### config.mk
export PLATFORM = sky130hd
export DESIGN_NAME = axisBitonicSorter
export DESIGN_NICKNAME = d
export VERILOG_FILES = /design/src/rtl/sortPkg.sv /design/src/rtl/sortNetDatapath.sv /design/src/rtl/sortFlowCtrl.sv /design/src/rtl/axisBitonicSorter.sv
export SDC_FILE = /design/constraint.sdc
export NUM_CORES = 1
export LEC_CHECK = 0
export BUFFER_PORTS_ARGS = -buffer_cell sky130_fd_sc_hd__clkbuf_2
export CAP_MARGIN = 20
export CORE_ASPECT_RATIO = 1.25
export CORE_MARGIN = 4
export CORE_UTILIZATION = 35
export DETAILED_ROUTE_END_ITERATION = 16
export PLACE_DENSITY = 0.53
export SLEW_MARGIN = 20
export SYNTH_ARGS = -nofsm -noshare
export SYNTH_HDL_FRONTEND = slang
export SYNTH_SLANG_ARGS = --single-unit
### constraint.sdc
create_clock -name aclk -period 11.51 [get_ports aclk]
set_input_delay 1.151 -clock aclk [delete_from_list [all_inputs] [get_ports aclk]]
set_output_delay 1.151 -clock aclk [all_outputs]
set_load 0.1 [all_outputs]
### src/rtl/sortPkg.sv
package sortPkg;

  // Strobes from the flow control to the sorting datapath.
  typedef struct packed {
    logic advance;   // every pipeline register loads on this edge
  } flowCtrl_t;

  // Number of compare-exchange layers for 2**lg lanes.
  function automatic int netDepth(input int lg);
    return lg * (lg + 1) / 2;
  endfunction

  // Merge phase (0-based) a flattened layer index belongs to.
  function automatic int stageMerge(input int s);
    int p;
    p = 0;
    for (int t = 0; t < 32; t++)
      if ((t + 1) * (t + 2) / 2 <= s) p = t + 1;
    return p;
  endfunction

  // log2 of the compare distance used by a flattened layer index.
  function automatic int stageSpan(input int s);
    int p;
    p = stageMerge(s);
    return p - (s - p * (p + 1) / 2);
  endfunction

  // Layer s is followed by a register when (s+1) is a multiple of every.
  function automatic bit isRegStage(input int s, input int every);
    return (every > 0) && (((s + 1) % every) == 0);
  endfunction

  function automatic int regCount(input int depth, input int every);
    return (every > 0) ? depth / every : 0;
  endfunction

endpackage

### src/rtl/sortNetDatapath.sv
module sortNetDatapath
  import sortPkg::*;
#(
  parameter int DATA_WIDTH = 8,
  parameter int CHAN_NUM   = 8,
  parameter bit DESCEND    = 1'b0,
  parameter bit SIGNED_CMP = 1'b0,
  parameter int PIPE_EVERY = 1
) (
  input  logic                           clk,
  input  flowCtrl_t                      ctrl,
  input  logic [DATA_WIDTH*CHAN_NUM-1:0] inVec,
  output logic [DATA_WIDTH*CHAN_NUM-1:0] outVec
);

  localparam int LOG_CH = $clog2(CHAN_NUM);
  localparam int DEPTH  = netDepth(LOG_CH);
  localparam int VEC_W  = DATA_WIDTH * CHAN_NUM;

  function automatic logic above(input logic [DATA_WIDTH-1:0] a,
                                 input logic [DATA_WIDTH-1:0] b);
    if (SIGNED_CMP) return $signed(a) > $signed(b);
    else            return a > b;
  endfunction

  for (genvar s = 0; s < DEPTH; s++) begin : g_stage
    localparam int MERGE = stageMerge(s);
    localparam int SPAN  = stageSpan(s);
    localparam int BLOCK = 2 << MERGE;
    localparam int DIST  = 1 << SPAN;

    logic [VEC_W-1:0] stageIn;
    logic [VEC_W-1:0] swapped;
    logic [VEC_W-1:0] stageOut;

    if (s == 0) begin : g_first
      assign stageIn = inVec;
    end else begin : g_next
      assign stageIn = g_stage[s-1].stageOut;
    end

    // One layer of compare-exchange cells; lane i pairs with lane i+DIST.
    always_comb begin
      logic [DATA_WIDTH-1:0] lo;
      logic [DATA_WIDTH-1:0] hi;
      logic                  up;
      swapped = stageIn;
      for (int i = 0; i < CHAN_NUM; i++) begin
        if ((i & DIST) == 0) begin
          lo = stageIn[i*DATA_WIDTH +: DATA_WIDTH];
          hi = stageIn[(i+DIST)*DATA_WIDTH +: DATA_WIDTH];
          up = (((i & BLOCK) == 0) ? 1'b1 : 1'b0) ^ DESCEND;
          if (above(lo, hi) == up) begin
            swapped[i*DATA_WIDTH +: DATA_WIDTH]        = hi;
            swapped[(i+DIST)*DATA_WIDTH +: DATA_WIDTH] = lo;
          end
        end
      end
    end

    if (isRegStage(s, PIPE_EVERY)) begin : g_reg
      always_ff @(posedge clk)
        if (ctrl.advance) stageOut <= swapped;
    end else begin : g_wire
      assign stageOut = swapped;
    end
  end

  assign outVec = g_stage[DEPTH-1].stageOut;

endmodule

### src/rtl/sortFlowCtrl.sv
module sortFlowCtrl
  import sortPkg::*;
#(
  parameter int NREG = 6
) (
  input  logic      clk,
  input  logic      rstN,
  input  logic      sValid,
  input  logic      sLast,
  output logic      sReady,
  output logic      mValid,
  output logic      mLast,
  input  logic      mReady,
  output flowCtrl_t ctrl
);

  if (NREG == 0) begin : g_comb
    assign sReady       = mReady;
    assign mValid       = sValid;
    assign mLast        = sLast;
    assign ctrl.advance = mReady;
  end else begin : g_piped
    localparam int CW = $clog2(NREG + 1) + 1;

    logic [NREG-1:0] vldPipe;
    logic [NREG-1:0] lastPipe;
    logic            advance;

    assign advance      = mReady || !vldPipe[NREG-1];
    assign ctrl.advance = advance;
    assign sReady       = advance;
    assign mValid       = vldPipe[NREG-1];
    assign mLast        = lastPipe[NREG-1];

    always_ff @(posedge clk) begin
      if (!rstN) begin
        vldPipe <= '0;
      end else if (advance) begin
        vldPipe[0] <= sValid;
        for (int i = 1; i < NREG; i++) vldPipe[i] <= vldPipe[i-1];
      end
    end

    always_ff @(posedge clk) begin
      if (advance) begin
        lastPipe[0] <= sLast;
        for (int i = 1; i < NREG; i++) lastPipe[i] <= lastPipe[i-1];
      end
    end

    // Checker state: beats taken in minus beats sent out.
    logic [CW-1:0] inFlight;
    always_ff @(posedge clk) begin
      if (!rstN) inFlight <= '0;
      else inFlight <= inFlight + CW'(sValid && sReady) - CW'(mValid && mReady);
    end

    assert_occupancy_R5: assert property (@(posedge clk) disable iff (!rstN)
      int'(inFlight) == $countones(vldPipe));

    assert_reset_R1: assert property (@(posedge clk)
      !rstN |=> !mValid);
  end

endmodule

### src/rtl/axisBitonicSorter.sv
module axisBitonicSorter
  import sortPkg::*;
#(
  parameter int DATA_WIDTH = 8,
  parameter int CHAN_NUM   = 8,
  parameter bit DESCEND    = 1'b0,
  parameter bit SIGNED_CMP = 1'b0,
  parameter int PIPE_EVERY = 1
) (
  input  logic                           aclk,
  input  logic                           aresetn,
  input  logic [DATA_WIDTH*CHAN_NUM-1:0] s_axis_tdata,
  input  logic                           s_axis_tvalid,
  output logic                           s_axis_tready,
  input  logic                           s_axis_tlast,
  output logic [DATA_WIDTH*CHAN_NUM-1:0] m_axis_tdata,
  output logic                           m_axis_tvalid,
  input  logic                           m_axis_tready,
  output logic                           m_axis_tlast
);

  localparam int LOG_CH = $clog2(CHAN_NUM);
  localparam int DEPTH  = netDepth(LOG_CH);
  localparam int NREG   = regCount(DEPTH, PIPE_EVERY);
  localparam int VEC_W  = DATA_WIDTH * CHAN_NUM;

  flowCtrl_t ctrl;

  sortFlowCtrl #(.NREG(NREG)) i_ctrl (
    .clk    (aclk),
    .rstN   (aresetn),
    .sValid (s_axis_tvalid),
    .sLast  (s_axis_tlast),
    .sReady (s_axis_tready),
    .mValid (m_axis_tvalid),
    .mLast  (m_axis_tlast),
    .mReady (m_axis_tready),
    .ctrl   (ctrl)
  );

  sortNetDatapath #(
    .DATA_WIDTH (DATA_WIDTH),
    .CHAN_NUM   (CHAN_NUM),
    .DESCEND    (DESCEND),
    .SIGNED_CMP (SIGNED_CMP),
    .PIPE_EVERY (PIPE_EVERY)
  ) i_data (
    .clk    (aclk),
    .ctrl   (ctrl),
    .inVec  (s_axis_tdata),
    .outVec (m_axis_tdata)
  );

  function automatic logic vecOrdered(input logic [VEC_W-1:0] v);
    logic ok;
    logic [DATA_WIDTH-1:0] a;
    logic [DATA_WIDTH-1:0] b;
    logic aGtB;
    logic bGtA;
    ok = 1'b1;
    for (int c = 0; c < CHAN_NUM - 1; c++) begin
      a = v[c*DATA_WIDTH +: DATA_WIDTH];
      b = v[(c+1)*DATA_WIDTH +: DATA_WIDTH];
      aGtB = SIGNED_CMP ? ($signed(a) > $signed(b)) : (a > b);
      bGtA = SIGNED_CMP ? ($signed(b) > $signed(a)) : (b > a);
      if (DESCEND ? bGtA : aGtB) ok = 1'b0;
    end
    return ok;
  endfunction

  // Lane order of every presented beat (R3 and R4 pick the comparison).
  assert_sorted_R2: assert property (@(posedge aclk) disable iff (!aresetn)
    m_axis_tvalid |-> vecOrdered(m_axis_tdata));

  if (NREG > 0) begin : g_holdChk
    assert_hold_R7: assert property (@(posedge aclk) disable iff (!aresetn)
      (m_axis_tvalid && !m_axis_tready) |=>
        (m_axis_tvalid && $stable(m_axis_tdata) && $stable(m_axis_tlast)));
  end

endmodule

==> reports/metrics.json, run 1 <==
{
  "status": "complete, no violations",
  "vias_per_cell": 5.394,
  "worst-setup-path-type": "input port to output port",
  "synthCells": 2319,
  "fin_crit_ns": 3.897,
  "detail_route.first_pass.iterations": 6,
  "chipWidth_um": 249.5,
  "clock_tree.buffer_depth": 3,
  "port_buffers": 135,
  "timing.final.hold_violations": 0,
  "totalNegativeSetupSlack_ns": 0,
  "design.portCount": 136,
  "die_area_um2": 77300,
  "mostFrequentLayoutCells": "sky130_fd_sc_hd__edfxtp_1, sky130_fd_sc_hd__nand2_1, sky130_fd_sc_hd__nand3_1, sky130_fd_sc_hd__a221o_1, sky130_fd_sc_hd__inv_1",
  "synth_seq_area_share_pct": 46.38,
  "tritoncts": "built",
  "cp_data_required_time_ns": 10.36,
  "die_height_um": 309.9,
  "postSynthNetCount": 2580,
  "number_of_antenna_violations_at_the_first_check_in_global_routing": 0,
  "reg2reg_slack_ns": 8.50,
  "busiest_layer": "met2",
  "min_to": "i_ctrl.g_piped.lastPipe[5]$_DFFE_PP_",
  "headroom_to_the_max_slew_limit_pct": 35.55,
  "number_of_nets_in_the_final_layout": 2655,
  "pin_count_of_the_biggest_net_entering_global_routing": 173,
  "drive_gt1_share_pct": 20.01,
  "worst_pin_slew_ns": 0.9626,
  "dp_hpwl_um": 44260,
  "vias": 18243,
  "global_route.usage.total_pct": 14.70,
  "rows": 110,
  "synth.yosys.warnings": 0,
  "global_route_wire_length_before_repair_um": 93100,
  "timing_max_transition_violations_final": 0,
  "clockRootBuffer": "sky130_fd_sc_hd__clkbuf_16",
  "critPathMaxFanout": 44,
  "skew_ns": 0.04048,
  "arrival_ns": 2.75,
  "wirelength_um": 58330,
  "quantity_of_hold_fixing_buffers_added_after_cts": 0,
  "cts-htree-levels": 2,
  "clkLatencyLatePin_ns": 0.59,
  "whs_path_depth": 0,
  "postCtsSetupRepairBufs": 0,
  "min_path_type": "flop to flop",
  "first_global_vias": 17156,
  "post_synth_num_cell_types": 39,
  "global_route.usage.met2_pct": 27.42,
  "area_growth_pct": 10.60,
  "worstSetupStartpointType": "input port",
  "drc": 0,
  "fin_ws_ns": 7.613,
  "antenna_violating_nets_post_route": 0,
  "r2r_cells": 4,
  "r2r_start": "i_ctrl.g_piped.vldPipe[5]$_SDFFE_PN0P_",
  "timing.hold.worst.start": "i_ctrl.g_piped.lastPipe[4]$_DFFE_PP_",
  "grt.met1_usage_pct": 17.40,
  "detail_route.iter0.violations": 1055,
  "finalWeightedCongestion": 0.8479,
  "cts.sinks": 396,
  "initial_utilization_pct": 35.37,
  "setup_viol_count_final": 0,
  "wl_per_cell_um": 17.25,
  "synthesis.area_per_instance_um2": 11.00,
  "global_route.usage.met3_pct": 2.213,
  "end_kind": "output port",
  "path_clk_slew_ns": 0.06,
  "floorplan.core_area_um2": 72120,
  "dp_worst_setup_slack_ns": 7.606,
  "final_hold_slack_ns": 0.4184,
  "tritoncts.num_buffers": 43,
  "final.period_utilization_pct": 33.85,
  "postSynthRegisterBits": 396,
  "post_cts.resized_instances": 0,
  "synthesis.area_um2": 25510,
  "layout_commonest_cell": "sky130_fd_sc_hd__edfxtp_1",
  "r2r_end": "i_data.g_stage[1].stageOut[49]$_DFFE_PP_",
  "globalRoute.totalOverflow": 0,
  "grt_setup_unrepaired": "no",
  "cap_violations": 0,
  "maxClockFrequency_mhz": 256.6
}
[worst max path at each step]
stage,start,to,cells past startpoint
6_report,m_axis_tready,s_axis_tready,4
5_1_grt,m_axis_tready,s_axis_tready,4
4_1_cts,m_axis_tready,s_axis_tready,4
3_5_place_dp,m_axis_tready,s_axis_tready,4
3_3_place_gp,m_axis_tready,s_axis_tready,4
2_1_floorplan,m_axis_tready,s_axis_tready,3
[routing by layer]
metal	wire length, µm	part of all wire [%]	vias to the layer above
met3	2277	3.9	89
met1	24130	41	8703
met2	30120	52	390
met4	1802	3.1	0
met5	0	0	-
li1	-	-	9061
[synth_stat cells, drive strengths merged]
library cell  count  area (µm²)
edfxtp          390       11710
o21ai           286        1567
nand2           271        1017
a221o           208        2082
nand3           208        1041
inv             206       773.2
ha              192        2402
mux2            158        1817
buf              90       656.9
a21oi            85       429.2
nor2             28       105.1
clkbuf           26       97.59
nand4            26       357.8
and4             22       192.7
a211oi           19       147.6
o221a            18       202.7
nor2b            17       113.9
nand2b           13       133.9
nor3b            13       162.7
o211ai           11       132.6
or2              10       62.56
a21boi            9       101.4
dfxtp             6       120.1
mux2i             5       50.05
o21a              1       7.510
o32ai             1       27.53
[worst max-delay path, cell delays in order]
cell and delay, ns:
sky130_fd_sc_hd__clkbuf_2 0.08, sky130_fd_sc_hd__nor2b_1 0.72, sky130_fd_sc_hd__inv_8 0.28, sky130_fd_sc_hd__clkbuf_2 0.47
[cell type report]
cell class | instances | area, µm²
Multi-Input combinational cell | 1601 | 12200
Antenna cell | 1 | 2.502
Clock buffer | 48 | 1095
Tap cell | 952 | 1191
Clock inverter | 32 | 342.8
Sequential cell | 396 | 11830
Timing Repair Buffer | 146 | 774.5
Inverter | 206 | 780.7
Fill cell | 6907 | 43900
[flip-flops by register name (all words and copies together) (netlist names)]
name	flops
i_data.outVec	64
i_ctrl.g_piped.vldPipe	6
i_data.g_stage.stageOut	320
i_ctrl.g_piped.lastPipe	6
[stage by stage]
stage / instance area (µm²) / cells / utilization, %
floorplan: 25510 / 2319 / -
global placement: 26720 / 3300 / 37.05
detailed placement: 26720 / 3300 / 37.05
CTS: 28160 / 3380 / 39.04
global route: 28210 / 3381 / 39.12
finish: 28220 / 3382 / 39.12
[cell families after synthesis]
family / share of synthesized area, %
AO/OA/AOI/OAI: 18.41
adder cells (fa/ha/maj): 9.416
buffers and inverters: 5.988
flip-flops: 46.38
multiplexers: 7.317
AND/OR/NAND/NOR: 12.49
Power of run 1 is not shown: default switching activity piles up to over one toggle a cycle in this logic, so the estimate is an artifact.
==> run 2: changes to the inputs <==
PLACE_DENSITY = 0.54   (was 0.53)
clock period = 3.4 ns   (was 11.51 ns; I/O delays follow)
==> run 2 against run 1 <==
Compared with the run above: final cell count up 0.53%; clock skew up 0.0063 ns; sequential share of layout area down 0.23 points; register-to-register slack worse by 7.8 ns; non-clock buffer count up 20; sequential cell count unchanged; hold slack worse by 0.36 ns; worst setup slack worse by 6.9 ns; die area unchanged; routed wire length up 0.73%; critical path type is now flop to output port; critical endpoint unchanged.
==> reports/metrics.json, run 2 (synthesized netlist as in run 1, its figures left out) <==
{
  "nFillCells": {"value": 6916, "change": "+0.13%"},
  "worstSetupStartpointType": "flop",
  "timing.hold.worst.start": "s_axis_tdata[44]",
  "die_height": {"value": 309.9, "unit": "µm", "change": "unchanged"},
  "cp_slowest_stage_delay": {"value": 0.61, "unit": "ns", "change": "-0.11 ns"},
  "regMostFlops": "i_data.g_stage.stageOut",
  "wl_per_cell": {"value": 17.28, "unit": "µm", "change": "+0.20%"},
  "timing_max_transition_violations_final": {"value": 0, "change": "unchanged"},
  "global_route_wire_length_before_repair": {"value": 94560, "unit": "µm", "change": "+1.6%"},
  "number_of_nets_in_the_final_layout": {"value": 2675, "change": "+0.75%"},
  "area_of_placed_instances": {"value": 26920, "unit": "µm²", "change": "+0.74%"},
  "vias_per_cell": {"value": 5.401, "change": "+0.13%"},
  "headroom_to_the_max_slew_limit": {"value": 35.31, "unit": "%", "change": "-0.23 points"},
  "detail_route.first_pass.iterations": {"value": 5, "change": "-1"},
  "skew": {"value": 0.04676, "unit": "ns", "change": "+0.006274 ns"},
  "fin_ws": {"value": 0.6824, "unit": "ns", "change": "-6.931 ns"},
  "timing.final.hold_violations": {"value": 0, "change": "unchanged"},
  "vias": {"value": 18364, "change": "+0.66%"},
  "cts-htree-levels": {"value": 2, "change": "unchanged"},
  "worst-setup-path-type": "flop to output port",
  "reg2reg_slack": {"value": 0.70, "unit": "ns", "change": "-7.80 ns"},
  "globalRoute.totalOverflow": {"value": 0, "change": "unchanged"},
  "arrival": {"value": 2.38, "unit": "ns", "change": "-0.37 ns"},
  "status": "complete, no violations",
  "detail_route.iter0.violations": {"value": 1004, "change": "-4.8%"},
  "fin_crit_ns": 2.718,
  "end_kind": "output port",
  "drive_gt1_share": {"value": 20.51, "unit": "%", "change": "+0.50 points"},
  "antenna_violating_nets_post_route": {"value": 0, "change": "unchanged"},
  "first_global_vias": {"value": 17431, "change": "+1.6%"},
  "min_to": "i_data.g_stage[0].stageOut[36]$_DFFE_PP_",
  "maxClockFrequency_mhz": 368.0,
  "worst_pin_slew": {"value": 0.9661, "unit": "ns", "change": "+0.003463 ns"},
  "stdcell_area": {"value": 28380, "unit": "µm²", "change": "+0.59%"},
  "global_route.usage.total": {"value": 14.87, "unit": "%", "change": "+0.17 points"},
  "tritoncts.num_buffers": {"value": 43, "change": "unchanged"},
  "area_growth_pct": 11.25,
  "worstPathCellList": "nor2b_1, clkinvlp_4, buf_12, buf_12",
  "tritoncts": "built",
  "min_path_type": "input port to flop",
  "mostFrequentLayoutCells": "sky130_fd_sc_hd__edfxtp_1, sky130_fd_sc_hd__nand2_1, sky130_fd_sc_hd__nand3_1, sky130_fd_sc_hd__a221o_1, sky130_fd_sc_hd__inv_1",
  "setup_viol_count_final": {"value": 0, "change": "unchanged"},
  "grt_setup_unrepaired": "no",
  "cp_data_required_time": {"value": 3.06, "unit": "ns", "change": "-7.30 ns"},
  "chipWidth": {"value": 249.5, "unit": "µm", "change": "unchanged"},
  "design.portCount": {"value": 136, "change": "unchanged"},
  "path_clk_slew": {"value": 0.06, "unit": "ns", "change": "about the same"},
  "floorplan.core_area": {"value": 72120, "unit": "µm²", "change": "unchanged"},
  "number_of_antenna_violations_at_the_first_check_in_global_routing": {"value": 0, "change": "unchanged"},
  "timing.critical_path.mode_cell": "sky130_fd_sc_hd__buf_12",
  "n_antenna_cell": {"value": 0, "change": "-1"},
  "critical-path-top-delay-family": "buffers and inverters",
  "final_hold_slack": {"value": 0.06160, "unit": "ns", "change": "-0.3568 ns"},
  "whs_path_depth": {"value": 2, "change": "+2"},
  "layout_commonest_cell": "sky130_fd_sc_hd__edfxtp_1",
  "dp_hpwl": {"value": 45180, "unit": "µm", "change": "+2.1%"},
  "port_buffers": {"value": 135, "change": "unchanged"},
  "cts.sinks": {"value": 396, "change": "unchanged"},
  "final.period_utilization_pct": 79.93,
  "rows": {"value": 110, "change": "unchanged"},
  "clock_tree.buffer_depth": {"value": 3, "change": "unchanged"},
  "pin_count_of_the_biggest_net_entering_global_routing": {"value": 122, "change": "-29%"},
  "crit_buf_inv": {"value": 3, "change": "unchanged"},
  "initial_utilization": {"value": 35.37, "unit": "%", "change": "unchanged"},
  "r2r_end": "i_data.outVec[54]$_DFFE_PP_",
  "dp_worst_setup_slack": {"value": 0.6664, "unit": "ns", "change": "-6.940 ns"},
  "largest_register_ffs": {"value": 320, "change": "unchanged"},
  "post_cts.resized_instances": {"value": 0, "change": "unchanged"},
  "die_area": {"value": 77300, "unit": "µm²", "change": "unchanged"},
  "wirelength": {"value": 58750, "unit": "µm", "change": "+0.73%"},
  "crit_path_top_delay_cell": "sky130_fd_sc_hd__nor2b_1",
  "critPathMaxFanout": {"value": 43, "change": "-2.3%"},
  "cap_violations": {"value": 0, "change": "unchanged"},
  "clockRootBuffer": "sky130_fd_sc_hd__clkbuf_16",
  "clkLatencyLatePin": {"value": 0.61, "unit": "ns", "change": "+0.02 ns"},
  "drc": {"value": 0, "change": "unchanged"},
  "r2r_start": "i_data.g_stage[4].stageOut[63]$_DFFE_PP_",
  "r2r_cells": {"value": 6, "change": "+2"},
  "finalWeightedCongestion": {"value": 0.8834, "change": "+4.2%"}
}
-- run 2: layout make-up --
| cell class | instances | area [µm²] | share of cell area [%] |
|---|---|---|---|
| Inverter | 206 | 777.0 | 2.738 |
| Timing Repair Buffer | 166 | 1006 | 3.544 |
| Sequential cell | 396 | 11840 | 41.70 |
| Clock buffer | 45 | 1084 | 3.818 |
| Multi-Input combinational cell | 1601 | 12150 | 42.82 |
| Clock inverter | 34 | 335.3 | 1.182 |
| Tap cell | 952 | 1191 | 4.197 |
-- run 2: metrics by stage --
stage / instances / setup TNS, ns / util (%)
after floorplan: 2319 / -1633.83 / -
after global placement: 3316 / 0 / 37.32
after detailed placement: 3316 / 0 / 37.32
after CTS: 3398 / 0 / 39.33
after global routing: 3400 / 0 / 39.35
final: 3400 / 0 / 39.35
-- run 2: worst max path at each step --
stage	cells past startpoint	from	end
2_1_floorplan	3	i_ctrl.g_piped.vldPipe[5]$_SDFFE_PN0P_	i_ctrl.g_piped.lastPipe[0]$_DFFE_PP_
3_5_place_dp	5	m_axis_tready	s_axis_tready
6_report	4	i_ctrl.g_piped.vldPipe[5]$_SDFFE_PN0P_	s_axis_tready
4_1_cts	4	i_ctrl.g_piped.vldPipe[5]$_SDFFE_PN0P_	s_axis_tready
5_1_grt	4	i_data.g_stage[2].stageOut[31]$_DFFE_PP_	i_data.g_stage[3].stageOut[59]$_DFFE_PP_
3_3_place_gp	5	m_axis_tready	s_axis_tready
-- run 2: timing repair --
item                                    4_1_cts  5_1_grt
endpoints found under the setup margin        0        1
setup buffers                                 0        2
hold endpoints to repair                      3        0
hold buffers                                  3        0
-- run 2: routing by layer --
metal | up-vias | share of wire, % | global-route usage, %
met5 | - | 0 | 0
met4 | 0 | 2.7 | 4.114
met3 | 84 | 3.4 | 1.811
met2 | 388 | 53 | 28.34
met1 | 8795 | 41 | 17.66
li1 | 9097 | - | -
Power of run 2 is left out for the same reason.
